[src/rtl/sym_pkg.sv]
package sym_pkg;
  localparam int SYM_W    = 5;
  localparam int CRS_WIN  = 10;
  localparam int IDLE_RUN = 10;
  typedef logic [SYM_W-1:0] sym_t;
endpackage

[src/rtl/sym_mode_sel.sv]
module sym_mode_sel (
  input  logic hw_sw_sel,
  input  logic if_sel,
  input  logic speed_pin_in,
  input  logic ctrl_speed,
  output logic sym_en,
  output logic speed_pin_out,
  output logic speed_pin_oe
);
  logic speed_100;

  always_comb begin
    speed_100     = hw_sw_sel ? ctrl_speed : speed_pin_in;
    sym_en        = if_sel & speed_100;
    speed_pin_oe  = hw_sw_sel;
    speed_pin_out = hw_sw_sel & ctrl_speed;
  end
endmodule

[src/rtl/sym_phase_gen.sv]
module sym_phase_gen #(
  parameter int SYM_W = 5
) (
  input  logic clk,
  input  logic rst_n,
  output logic ph_last,
  output logic sym_clk
);
  localparam int PH_W = $clog2(SYM_W);
  localparam logic [PH_W-1:0] PH_MAX = PH_W'(SYM_W - 1);

  logic [PH_W-1:0] ph_q;
  logic            sym_clk_q;

  assign ph_last = (ph_q == PH_MAX);
  assign sym_clk = sym_clk_q;

  always_ff @(posedge clk) begin
    if (!rst_n) begin
      ph_q      <= '0;
      sym_clk_q <= 1'b0;
    end else begin
      ph_q      <= ph_last ? '0 : ph_q + 1'b1;
      sym_clk_q <= ph_last | (sym_clk_q & (ph_q == '0));
    end
  end

  a_r3_phase_range: assert property (@(posedge clk) disable iff (!rst_n)
    ph_q <= PH_MAX);
  a_r3_clk_rise_at_boundary: assert property (@(posedge clk) disable iff (!rst_n)
    ph_last |=> sym_clk);
endmodule

[src/rtl/sym_rx_deser.sv]
module sym_rx_deser #(
  parameter int SYM_W = 5
) (
  input  logic             clk,
  input  logic             rst_n,
  input  logic             en,
  input  logic             ph_last,
  input  logic             rx_bit,
  output logic [SYM_W-1:0] rx_data,
  output logic             rx_valid
);
  logic [SYM_W-2:0] sr_q;
  logic [SYM_W-1:0] data_q;
  logic             valid_q;

  assign rx_data  = data_q;
  assign rx_valid = valid_q;

  always_ff @(posedge clk) begin
    if (!rst_n) begin
      sr_q    <= '0;
      data_q  <= '0;
      valid_q <= 1'b0;
    end else begin
      sr_q    <= {sr_q[SYM_W-3:0], rx_bit};
      valid_q <= ph_last & en;
      if (!en)
        data_q <= '0;
      else if (ph_last)
        data_q <= {sr_q, rx_bit};
    end
  end

  a_r4_valid_on_boundary: assert property (@(posedge clk) disable iff (!rst_n)
    (ph_last && en) |=> rx_valid);
  a_r4_lsb_is_last_bit: assert property (@(posedge clk) disable iff (!rst_n)
    (ph_last && en) |=> rx_data[0] == $past(rx_bit));
  a_r5_quiet_when_off: assert property (@(posedge clk) disable iff (!rst_n)
    !en |=> (rx_data == '0 && !rx_valid));
endmodule

[src/rtl/sym_crs_det.sv]
module sym_crs_det #(
  parameter int CRS_WIN  = 10,
  parameter int IDLE_RUN = 10
) (
  input  logic clk,
  input  logic rst_n,
  input  logic en,
  input  logic sig_det,
  input  logic rx_bit,
  output logic carrier
);
  localparam int RUN_W = $clog2(IDLE_RUN + 1);
  localparam logic [RUN_W-1:0] RUN_MAX = RUN_W'(IDLE_RUN);

  logic [CRS_WIN-2:0] hist_q;
  logic [CRS_WIN-1:0] win;
  logic [RUN_W-1:0]   run_q, run_d;
  logic               pair_hit;
  logic               crs_q;

  assign win     = {hist_q, rx_bit};
  assign carrier = crs_q;

  always_comb begin
    pair_hit = 1'b0;
    for (int i = 0; i < CRS_WIN - 2; i++) begin
      for (int j = i + 2; j < CRS_WIN; j++) begin
        if (!win[i] && !win[j])
          pair_hit = 1'b1;
      end
    end
  end

  always_comb begin
    if (!rx_bit)
      run_d = '0;
    else if (run_q == RUN_MAX)
      run_d = run_q;
    else
      run_d = run_q + 1'b1;
  end

  always_ff @(posedge clk) begin
    if (!rst_n) begin
      hist_q <= '1;
      run_q  <= RUN_MAX;
      crs_q  <= 1'b0;
    end else begin
      hist_q <= win[CRS_WIN-2:0];
      run_q  <= run_d;
      if (!en || !sig_det)
        crs_q <= 1'b0;
      else if (pair_hit)
        crs_q <= 1'b1;
      else if (run_d == RUN_MAX)
        crs_q <= 1'b0;
    end
  end

  a_r8_drop_on_no_signal: assert property (@(posedge clk) disable iff (!rst_n)
    (!sig_det || !en) |=> !carrier);
  a_r6_rise_needs_zero_seen: assert property (@(posedge clk) disable iff (!rst_n)
    $rose(carrier) |-> $past(sig_det && en));
endmodule

[src/rtl/sym_tx_ser.sv]
module sym_tx_ser #(
  parameter int SYM_W = 5
) (
  input  logic             clk,
  input  logic             rst_n,
  input  logic             en,
  input  logic             ph_last,
  input  logic             tx_valid,
  input  logic [SYM_W-1:0] tx_data,
  output logic             tx_ready,
  output logic             tx_bit
);
  logic [SYM_W-1:0] sh_q;

  assign tx_ready = en & ph_last;
  assign tx_bit   = sh_q[SYM_W-1] | ~en;

  always_ff @(posedge clk) begin
    if (!rst_n)
      sh_q <= '1;
    else if (ph_last)
      sh_q <= (en && tx_valid) ? tx_data : '1;
    else
      sh_q <= {sh_q[SYM_W-2:0], 1'b1};
  end

  a_r9_msb_first: assert property (@(posedge clk) disable iff (!rst_n)
    (tx_ready && tx_valid) |=> (!en || tx_bit == $past(tx_data[SYM_W-1])));
  a_r10_idle_fill: assert property (@(posedge clk) disable iff (!rst_n)
    (tx_ready && !tx_valid) |=> tx_bit);
  a_r10_no_slot_when_off: assert property (@(posedge clk) disable iff (!rst_n)
    !en |-> (!tx_ready && tx_bit));
endmodule

[src/rtl/sym_if_top.sv]
module sym_if_top
  import sym_pkg::*;
(
  input  logic       clk,
  input  logic       rst_n,
  input  logic       hw_sw_sel,
  input  logic       if_sel,
  input  logic       speed_pin_in,
  input  logic       ctrl_speed,
  output logic       speed_pin_out,
  output logic       speed_pin_oe,
  input  logic       rx_bit,
  input  logic       sig_det,
  output logic       rx_sym_clk,
  output logic [4:0] rx_data,
  output logic       rx_valid,
  output logic       carrier,
  output logic       tx_sym_clk,
  input  logic [4:0] tx_data,
  input  logic       tx_valid,
  output logic       tx_ready,
  output logic       tx_bit
);
  logic sym_en;
  logic ph_last;
  logic sym_clk;

  sym_mode_sel u_mode (
    .hw_sw_sel    (hw_sw_sel),
    .if_sel       (if_sel),
    .speed_pin_in (speed_pin_in),
    .ctrl_speed   (ctrl_speed),
    .sym_en       (sym_en),
    .speed_pin_out(speed_pin_out),
    .speed_pin_oe (speed_pin_oe)
  );

  sym_phase_gen #(.SYM_W(SYM_W)) u_phase (
    .clk    (clk),
    .rst_n  (rst_n),
    .ph_last(ph_last),
    .sym_clk(sym_clk)
  );

  assign rx_sym_clk = sym_clk;
  assign tx_sym_clk = sym_clk;

  sym_rx_deser #(.SYM_W(SYM_W)) u_rx (
    .clk     (clk),
    .rst_n   (rst_n),
    .en      (sym_en),
    .ph_last (ph_last),
    .rx_bit  (rx_bit),
    .rx_data (rx_data),
    .rx_valid(rx_valid)
  );

  sym_crs_det #(.CRS_WIN(CRS_WIN), .IDLE_RUN(IDLE_RUN)) u_crs (
    .clk    (clk),
    .rst_n  (rst_n),
    .en     (sym_en),
    .sig_det(sig_det),
    .rx_bit (rx_bit),
    .carrier(carrier)
  );

  sym_tx_ser #(.SYM_W(SYM_W)) u_tx (
    .clk     (clk),
    .rst_n   (rst_n),
    .en      (sym_en),
    .ph_last (ph_last),
    .tx_valid(tx_valid),
    .tx_data (tx_data),
    .tx_ready(tx_ready),
    .tx_bit  (tx_bit)
  );

  a_r4_valid_with_clk: assert property (@(posedge clk) disable iff (!rst_n)
    ($past(sym_en) && $rose(rx_sym_clk)) |-> rx_valid);
  a_r1_hw_pin_is_input: assert property (@(posedge clk) disable iff (!rst_n)
    !hw_sw_sel |-> !speed_pin_oe);
  a_r2_sw_ignores_pin: assert property (@(posedge clk) disable iff (!rst_n)
    (hw_sw_sel && !ctrl_speed) |-> !tx_ready);
endmodule

[config.mk]
export PLATFORM = sky130hd
export DESIGN_NAME = sym_if_top
export DESIGN_NICKNAME = d
export VERILOG_FILES = /design/src/rtl/sym_pkg.sv /design/src/rtl/sym_mode_sel.sv /design/src/rtl/sym_phase_gen.sv /design/src/rtl/sym_rx_deser.sv /design/src/rtl/sym_crs_det.sv /design/src/rtl/sym_tx_ser.sv /design/src/rtl/sym_if_top.sv
export SDC_FILE = /design/constraint.sdc
export NUM_CORES = 1
export LEC_CHECK = 0
export BUFFER_PORTS_ARGS = -buffer_cell sky130_fd_sc_hd__clkbuf_2
export CAP_MARGIN = 20
export CORE_MARGIN = 1.5
export CORE_UTILIZATION = 35
export CTS_CLUSTER_DIAMETER = 200
export DETAILED_ROUTE_END_ITERATION = 8
export SYNTH_ARGS = -nofsm -noshare
export SYNTH_HDL_FRONTEND = slang
export SYNTH_SLANG_ARGS = --single-unit
[constraint.sdc]
create_clock -name clk -period 2 [get_ports clk]
set_input_delay 0.2 -clock clk [delete_from_list [all_inputs] [get_ports clk]]
set_output_delay 0.2 -clock clk [all_outputs]
set_load 0.03 [all_outputs]
==> results of run 1 <==
==> stage by stage <==
step / hold slack (ns) / power [uW] / utilization (%) / cells
floorplan: 0.300 / 798 / - / 129
CTS: 0.0425 / 1240 / 44.0 / 204
global route: 0.0471 / 1300 / 44.0 / 204
global placement: 0.386 / 826 / 42.0 / 196
detailed placement: 0.397 / 831 / 42.0 / 196
finish: 0.0513 / 1230 / 44.0 / 204
==> kinds of logic after synthesis <==
family	after synthesis	share of synthesized area, %
AND/OR/NAND/NOR	49	23.2
flip-flops	33	51.8
AO/OA/AOI/OAI	24	12.4
buffers and inverters	14	5.20
XOR/XNOR	4	2.75
adder cells (fa/ha/maj)	4	3.93
multiplexers	1	0.785
==> state kept, by name (all words and copies together) (netlist names) <==
register	flops
u_rx.rx_data	5
u_crs.carrier	1
u_rx.rx_valid	1
u_tx.sh_q	5
u_crs.hist_q	9
u_crs.run_q	4
u_phase.ph_q	3
u_phase.sym_clk	1
u_rx.sr_q	4
==> worst max-delay path, delay by kind of cell, from the launching register on <==
kind                     cells  cell delay [ns]
flip-flops                   1             0.34
buffers and inverters        2             0.27
adder cells (fa/ha/maj)      1             0.31
AND/OR/NAND/NOR              2             0.26
==> layout make-up <==
cell class                      instances  area, um2
Fill cell                             345       1910
Sequential cell                        33        661
Multi-Input combinational cell         82        548
Timing Repair Buffer                   27        138
Clock buffer                            7       65.1
Tap cell                               46       57.6
Inverter                                8       30.0
Clock inverter                          1       5.00
==> power breakdown <==
| part | switching [uW] | internal [uW] |
|---|---|---|
| Sequential | 20.0 | 677 |
| Combinational | 65.6 | 51.9 |
| Clock | 210 | 204 |
| Total | 295 | 932 |
==> placed cells by master (no fill, tap or decap), types with 2 or more instances in the layout <==
master / instances
ha_1: 4
o21ai_0: 2
clkbuf_2: 26
a21oi_1: 10
nand2b_1: 9
dfxtp_1: 33
xor2_1: 2
and2_1: 3
inv_1: 8
clkbuf_8: 2
o22a_1: 4
clkbuf_4: 5
or2_1: 2
nand3_1: 6
nand2_1: 10
nor2_1: 5
nand4_1: 2
a31oi_1: 2
xnor2_1: 2
nand3b_1: 2
==> path summary, 6_finish.rpt <==
kind,start,end,cells after the start
max,u_phase.ph_q[0]$_SDFF_PP0_,tx_ready,5
min,tx_data[0],u_tx.sh_q[0]$_SDFF_PN1_,2
max reg2reg,u_phase.ph_q[0]$_SDFF_PP0_,u_tx.sh_q[0]$_SDFF_PN1_,5
min reg2reg,u_rx.rx_data[4]$_SDFFE_PN0P_,u_rx.rx_data[4]$_SDFFE_PN0P_,2
==> layer usage <==
metal	global-route usage [%]	routed length (um)	part of all wire, %
met5	0	0	0
met4	4.89	31	1.4
met3	5.54	120	5.4
met2	19.7	1020	46
met1	15.2	1060	47
==> reports/metrics.cfg, run 1 <==
[setup_path]
critical_path.max_fanout=10
critical_path_s_slowest_cell=dfxtp_1
crit_type=register to output port
worstSetupStartpointType=register
critPathRequiredTime_ns=1.80
setup.reg_to_reg.worst_slack_ns=0.43
slowest_delay_ns=0.34
path_cells=inv_1, ha_1, nand2_4, nor2_1, clkbuf_2
setup.worst_path.end_class=output port
cp.arrival_ns=1.50

[logic_synthesis]
avgSynthCellArea_um2=9.88
synth-seq-area-share_pct=51.8
ys_warn_count=0
post-synth-top-count-cell=dfxtp_1
synth_top_cells_by_area=dfxtp_1 52%, nand2b_1 4.4%, a21oi_1 3.9%, ha_1 3.9%, nand2_1 2.9%
synth_cell_type_count=37
synth-seq-cells=33
syn_inst=129
post_synth_instance_area_mm2=0.00127
mappedNetlistNets=147
synth_ff_type=dfxtp_1
netlist_top_cells_count=33 x dfxtp_1, 10 x a21oi_1, 10 x nand2_1
synth_area_leader_cell=dfxtp_1
synth_edf_count=0
netlist.area_leader.share_pct=51.8
synth_async_sr_flop_share_pct=0

[floorplanning]
initial_core_util_pct=37.3
dieHeight_um=63.4
dieWidth_um=63.4
core_area_mm2=0.00342
die-area_mm2=0.00401
design.portCount=27
placement_rows=21

[route]
detailedRoute.firstPassIterationCount=2
routed_via_density=4.72
avgRoutedWirePerCell_um=10.9
finalWirelength_um=2230
post_detailed_route_drc_marker_count=0
starting_drc_count_in_detailed_routing=26
antenna_left=0
num_vias=962

[timing]
final.period_utilization_pct=85.1
report.final.slew_viol_count=0
timing_hold_violations_final=0
final.min_clock_period_ns=1.70
rsz0062_at_grt=no
timing_worst_slew_pin_value_ns=0.318
postLayoutSetupSlackWorst_ns=0.299
finalClockSkew_ns=0.00354
timing.final.setup_violations=0
finalSetupTns_ns=0
fmax_mhz=588
relSlewSlack_pct=78.7

[cts]
cts_inserted_buffers=5
cts_max_level=2
clock_tree.buffer_depth=2
cts.reportedPaths.clkPinSlew_ns=0.09
cts_tree=done
clock_tree.root_cell=clkbuf_4
cts_setup_buffers=0
cts.sinks=33
cts_resized=0
insertion_delay_ns=0.33
cts-hold-fix-buffers=0

[power_and_ir_drop]
cell_area_power_density_mw_per_mm2=816
worst_ir_drop_vdd_uv=366
power.leakage_uw=0.000655

[grt]
grt.total_usage_pct=12.6
grt_pass1_wl_um=3900
antenna_violations_before_repair=0
grt_pass1_vias=882
globalRouteOverflowTotal=0
grt_max_degree=19

[layout]
stdcell_area_mm2=0.00150
final_net_count=175
share_of_layout_cells_above_drive_strength_1_pct=24.7
areaGrowthSynthToFinish_pct=18.0
num_antenna_cells=0

[flow_run]
cap_viol_max_count=0

[placed_design]
gpl.final_weighted_congestion=0.801
place_area_mm2=0.00143
port_buffers=26
place_worst_setup_slack_ns=0.436
dp_hpwl_um=1710

[worst_hold_path]
timing.hold.worst.class=primary input to register

[status]
outcome=finished, final reports clean

No activity file was read; power rests on OpenSTA's default activity.
==> run 2, diff against run 1 <==
--- a/config.mk
+++ b/config.mk
@@ -13,4 +13,5 @@
 export DETAILED_ROUTE_END_ITERATION = 8
 export SYNTH_ARGS = -nofsm -noshare
 export SYNTH_HDL_FRONTEND = slang
+export SYNTH_HIERARCHICAL = 1
 export SYNTH_SLANG_ARGS = --single-unit
==> run 2 against run 1 <==
  * Flip-flop and latch count did not move
  * Area after synthesis rose by 3.5%
  * Sequential power fell by 1%
  * Maximum frequency fell by 5.0%
  * Via count rose by 2.0%
  * Combinational power barely moved
  * Register-to-register slack got worse by 0.22 ns
  * Largest cell class unchanged
  * Clock power rose by 53%
  * Critical path depth rose by 1
  * Worst hold slack improved by 0.063 ns
==> reports/metrics.cfg, run 2 <==
[status]
outcome=finished, final reports clean

[logic_synthesis]
synth_edf_count=0  ; unchanged
synth-seq-area-share_pct=50.0  ; -1.8 points
synth_xor_xnor_area_share_pct=1.33  ; -1.4 points
netlist.area_leader.share_pct=50.0  ; -1.8 points
synth_adder_area_share_pct=3.79  ; -0.13 points
share_of_synthesized_cell_area_in_and_or_nand_and_nor_gates_pct=24.5  ; +1.4 points
dominant_combinational_cell_family_by_area_after_synthesis=simple AND/OR/NAND/NOR gates
avgSynthCellArea_um2=10.2  ; +2.7%
syn_inst=130  ; +0.78%
post_synth_instance_area_mm2=0.00132  ; +3.5%
synth_ff_type=dfxtp_1
synth_compound_area_share_pct=11.2  ; -1.2 points
synth.mux.area_fraction_pct=4.55  ; +3.8 points
synth_cell_type_count=39  ; +5.4%
synth_top_cells_by_area=dfxtp_1 50%, nand2b_1 5.2%, mux2i_1 4.5%, nor2_1 4.0%, ha_1 3.8%
synth_async_sr_flop_share_pct=0  ; unchanged
synth_area_leader_cell=dfxtp_1
post-synth-top-count-cell=dfxtp_1
netlist_top_cells_count=33 x dfxtp_1, 14 x nor2_1, 11 x nand2b_1
synth-seq-cells=33  ; unchanged
mappedNetlistNets=148  ; +0.68%
ys_warn_count=6  ; +6

[placed_design]
port_buffers=26  ; unchanged
dp_hpwl_um=1760  ; +2.9%
dpl.cell_count=200  ; +2.0%
gpl.final_weighted_congestion=0.795  ; -0.84%
place_area_mm2=0.00148  ; +3.0%

[layout]
post_layout_nonfiller_instances=208  ; +2.0%
share_of_layout_cells_above_drive_strength_1_pct=25.0  ; +0.32 points
filler_cell_count=369  ; +7.0%
final_net_count=177  ; +1.1%
final_common_cell=dfxtp_1
stdcell_area_mm2=0.00159  ; +5.9%
area_of_the_multi_input_gates_um2=599  ; +9.4%
largest-register=u_crs/hist_q
post-route-util_pct=43.8  ; -0.19 points
mostFrequentLayoutCells=33 x dfxtp_1, 26 x clkbuf_2, 14 x nor2_1
num_antenna_cells=0  ; unchanged
regArea_um2=661  ; unchanged
largest_register_ff_count=9  ; unchanged
areaGrowthSynthToFinish_pct=20.7

[cts]
cts.sinks=33  ; unchanged
cts_resized=0  ; unchanged
clock_tree.root_cell=clkbuf_8
cts_tree=done
cts_setup_buffers=0  ; unchanged
cts_inserted_buffers=5  ; unchanged
clock_tree.buffer_depth=2  ; unchanged
cts.reportedPaths.clkPinSlew_ns=0.06  ; -0.03 ns
cts-hold-fix-buffers=0  ; unchanged
insertion_delay_ns=0.28  ; -0.05 ns
cts_max_level=2  ; unchanged

[route]
routed_via_density=4.72  ; about the same
avgRoutedWirePerCell_um=11.7  ; +7.4%
num_vias=981  ; +2.0%
finalWirelength_um=2440  ; +9.5%
starting_drc_count_in_detailed_routing=44  ; +69%
antenna_left=0  ; unchanged
post_detailed_route_drc_marker_count=0  ; unchanged
detailedRoute.firstPassIterationCount=4  ; +2

[setup_path]
setup.worst_path.end_class=register
crit_type=register to register
worstSetupStartpointType=register
critPathRequiredTime_ns=2.14  ; +0.34 ns
critical_path.max_fanout=5  ; -5
cp.arrival_ns=1.93  ; +0.43 ns

[power_and_ir_drop]
switching_share_pct=21.0  ; -3.0 points
share_seq_of_total_power_pct=48.1  ; -8.7 points
p_clk_share_pct=43.9  ; +10 points
internal-power_uw=1130  ; +21%
power.leakage_uw=0.000693  ; +5.8%
cell_area_power_density_mw_per_mm2=900  ; +10%
power.share.combinational_pct=8.0  ; -1.6 points
p_switching_uw=301  ; +2.1%
worst_ir_drop_vdd_uv=431  ; +18%

[timing]
timing_hold_violations_final=0  ; unchanged
final.period_utilization_pct=89.5  ; +4.5 points
rsz0062_at_grt=no
fmax_mhz=558  ; -5.0%
fin_worst_hold_slack_ns=0.114  ; +0.0631 ns
final.min_clock_period_ns=1.79  ; +0.0892 ns
finalClockSkew_ns=0.00399  ; +0.000450 ns
finalSetupTns_ns=0  ; unchanged
report.final.slew_viol_count=0  ; unchanged
timing_worst_slew_pin_value_ns=0.491  ; +0.173 ns
timing.final.setup_violations=0  ; unchanged
relSlewSlack_pct=67.3  ; -11 points

[grt]
grt_pass1_wl_um=4340  ; +11%
grt_max_degree=27  ; +8
grt_pass1_vias=983  ; +11%
grt.total_usage_pct=13.8  ; +1.2 points
antenna_violations_before_repair=0  ; unchanged
globalRouteOverflowTotal=0  ; unchanged

[floorplanning]
core_area_mm2=0.00363  ; +6.4%
placement_rows=22  ; +4.8%
dieWidth_um=64.4  ; +1.7%
dieHeight_um=64.4  ; +1.7%
design.portCount=27  ; unchanged
die-area_mm2=0.00415  ; +3.4%
initial_core_util_pct=36.3  ; -1.0 points

[flow_run]
cap_viol_max_count=0  ; unchanged

[worst_hold_path]
timing.hold.worst.class=primary input to register

run 2: cell count changes after synthesis, sizes merged, moves of 3 or more:
cell / change
and4b: +4
nand2: -5
nor2: +9
a21oi: -8
o21ai: +3
inv: -3
mux2i: +5
nand3: -3
a22o: +3
nand3b: -3
and2: +3
o22a: -4
run 2: path summary, 6_finish.rpt:
check / startpoint / endpoint / slack (ns) / cells past startpoint
worst max-delay path: u_crs/run_q[0]$_SDFF_PN0_ / u_crs/carrier$_SDFFE_PP0P_ / 0.21 / 6
worst min-delay path: tx_data[0] / u_tx/sh_q[0]$_SDFF_PN1_ / 0.11 / 2
worst max register to register: u_crs/run_q[0]$_SDFF_PN0_ / u_crs/carrier$_SDFFE_PP0P_ / 0.21 / 6
worst min register to register: u_rx/sr_q[2]$_SDFF_PN0_ / u_rx/sr_q[3]$_SDFF_PN0_ / 0.46 / 1
run 2: metrics by stage:
stage | power, uW | worst slack (ns)
global route | 1500 | 0.0717
global placement | 812 | 0.345
floorplan | 781 | 0.394
CTS | 1450 | 0.189
detailed placement | 819 | 0.205
finish | 1430 | 0.209
run 2: final cells by class:
class	count	area share, %
repair buffers	27	8.64
well taps	48	3.77
inverters	5	1.18
clock inverters	1	1.89
clock buffers	7	5.42
flip-flops and latches	33	41.5
multi-input cells	87	37.6
run 2: cells by family (layout without fill, tap and decap cells):
logic type	after synthesis	in the layout
buffers and inverters	10	40
flip-flops	33	33
AND/OR/NAND/NOR	56	56
adder cells (fa/ha/maj)	4	4
AO/OA/AOI/OAI	19	19
multiplexers	6	6
XOR/XNOR	2	2
run 2: metal layers:
layer	GRT usage, %	vias to the layer above	wire (um)
met5	0	-	0
met4	7.98	0	61
met3	4.17	4	85
met2	22.4	20	1200
met1	16.1	449	1090
li1	-	508	-
run 2: worst max-delay path: stages, from the launching register on:
cell and delay (ns):
dfxtp_1 0.39, inv_1 0.11, ha_1 0.24, a22o_1 0.21, a221o_1 0.32, o41ai_2 0.23
a41oi_1 0.16
run 2: power groups by stage:
stage | sequential [uW] | combinational [uW] | clock (uW)
2_1_floorplan | 702 | 78.9 | 0
3_3_place_gp | 703 | 109 | 0
3_5_place_dp | 705 | 114 | 0
4_1_cts | 690 | 115 | 648
5_1_grt | 692 | 130 | 677
6_report | 690 | 114 | 630
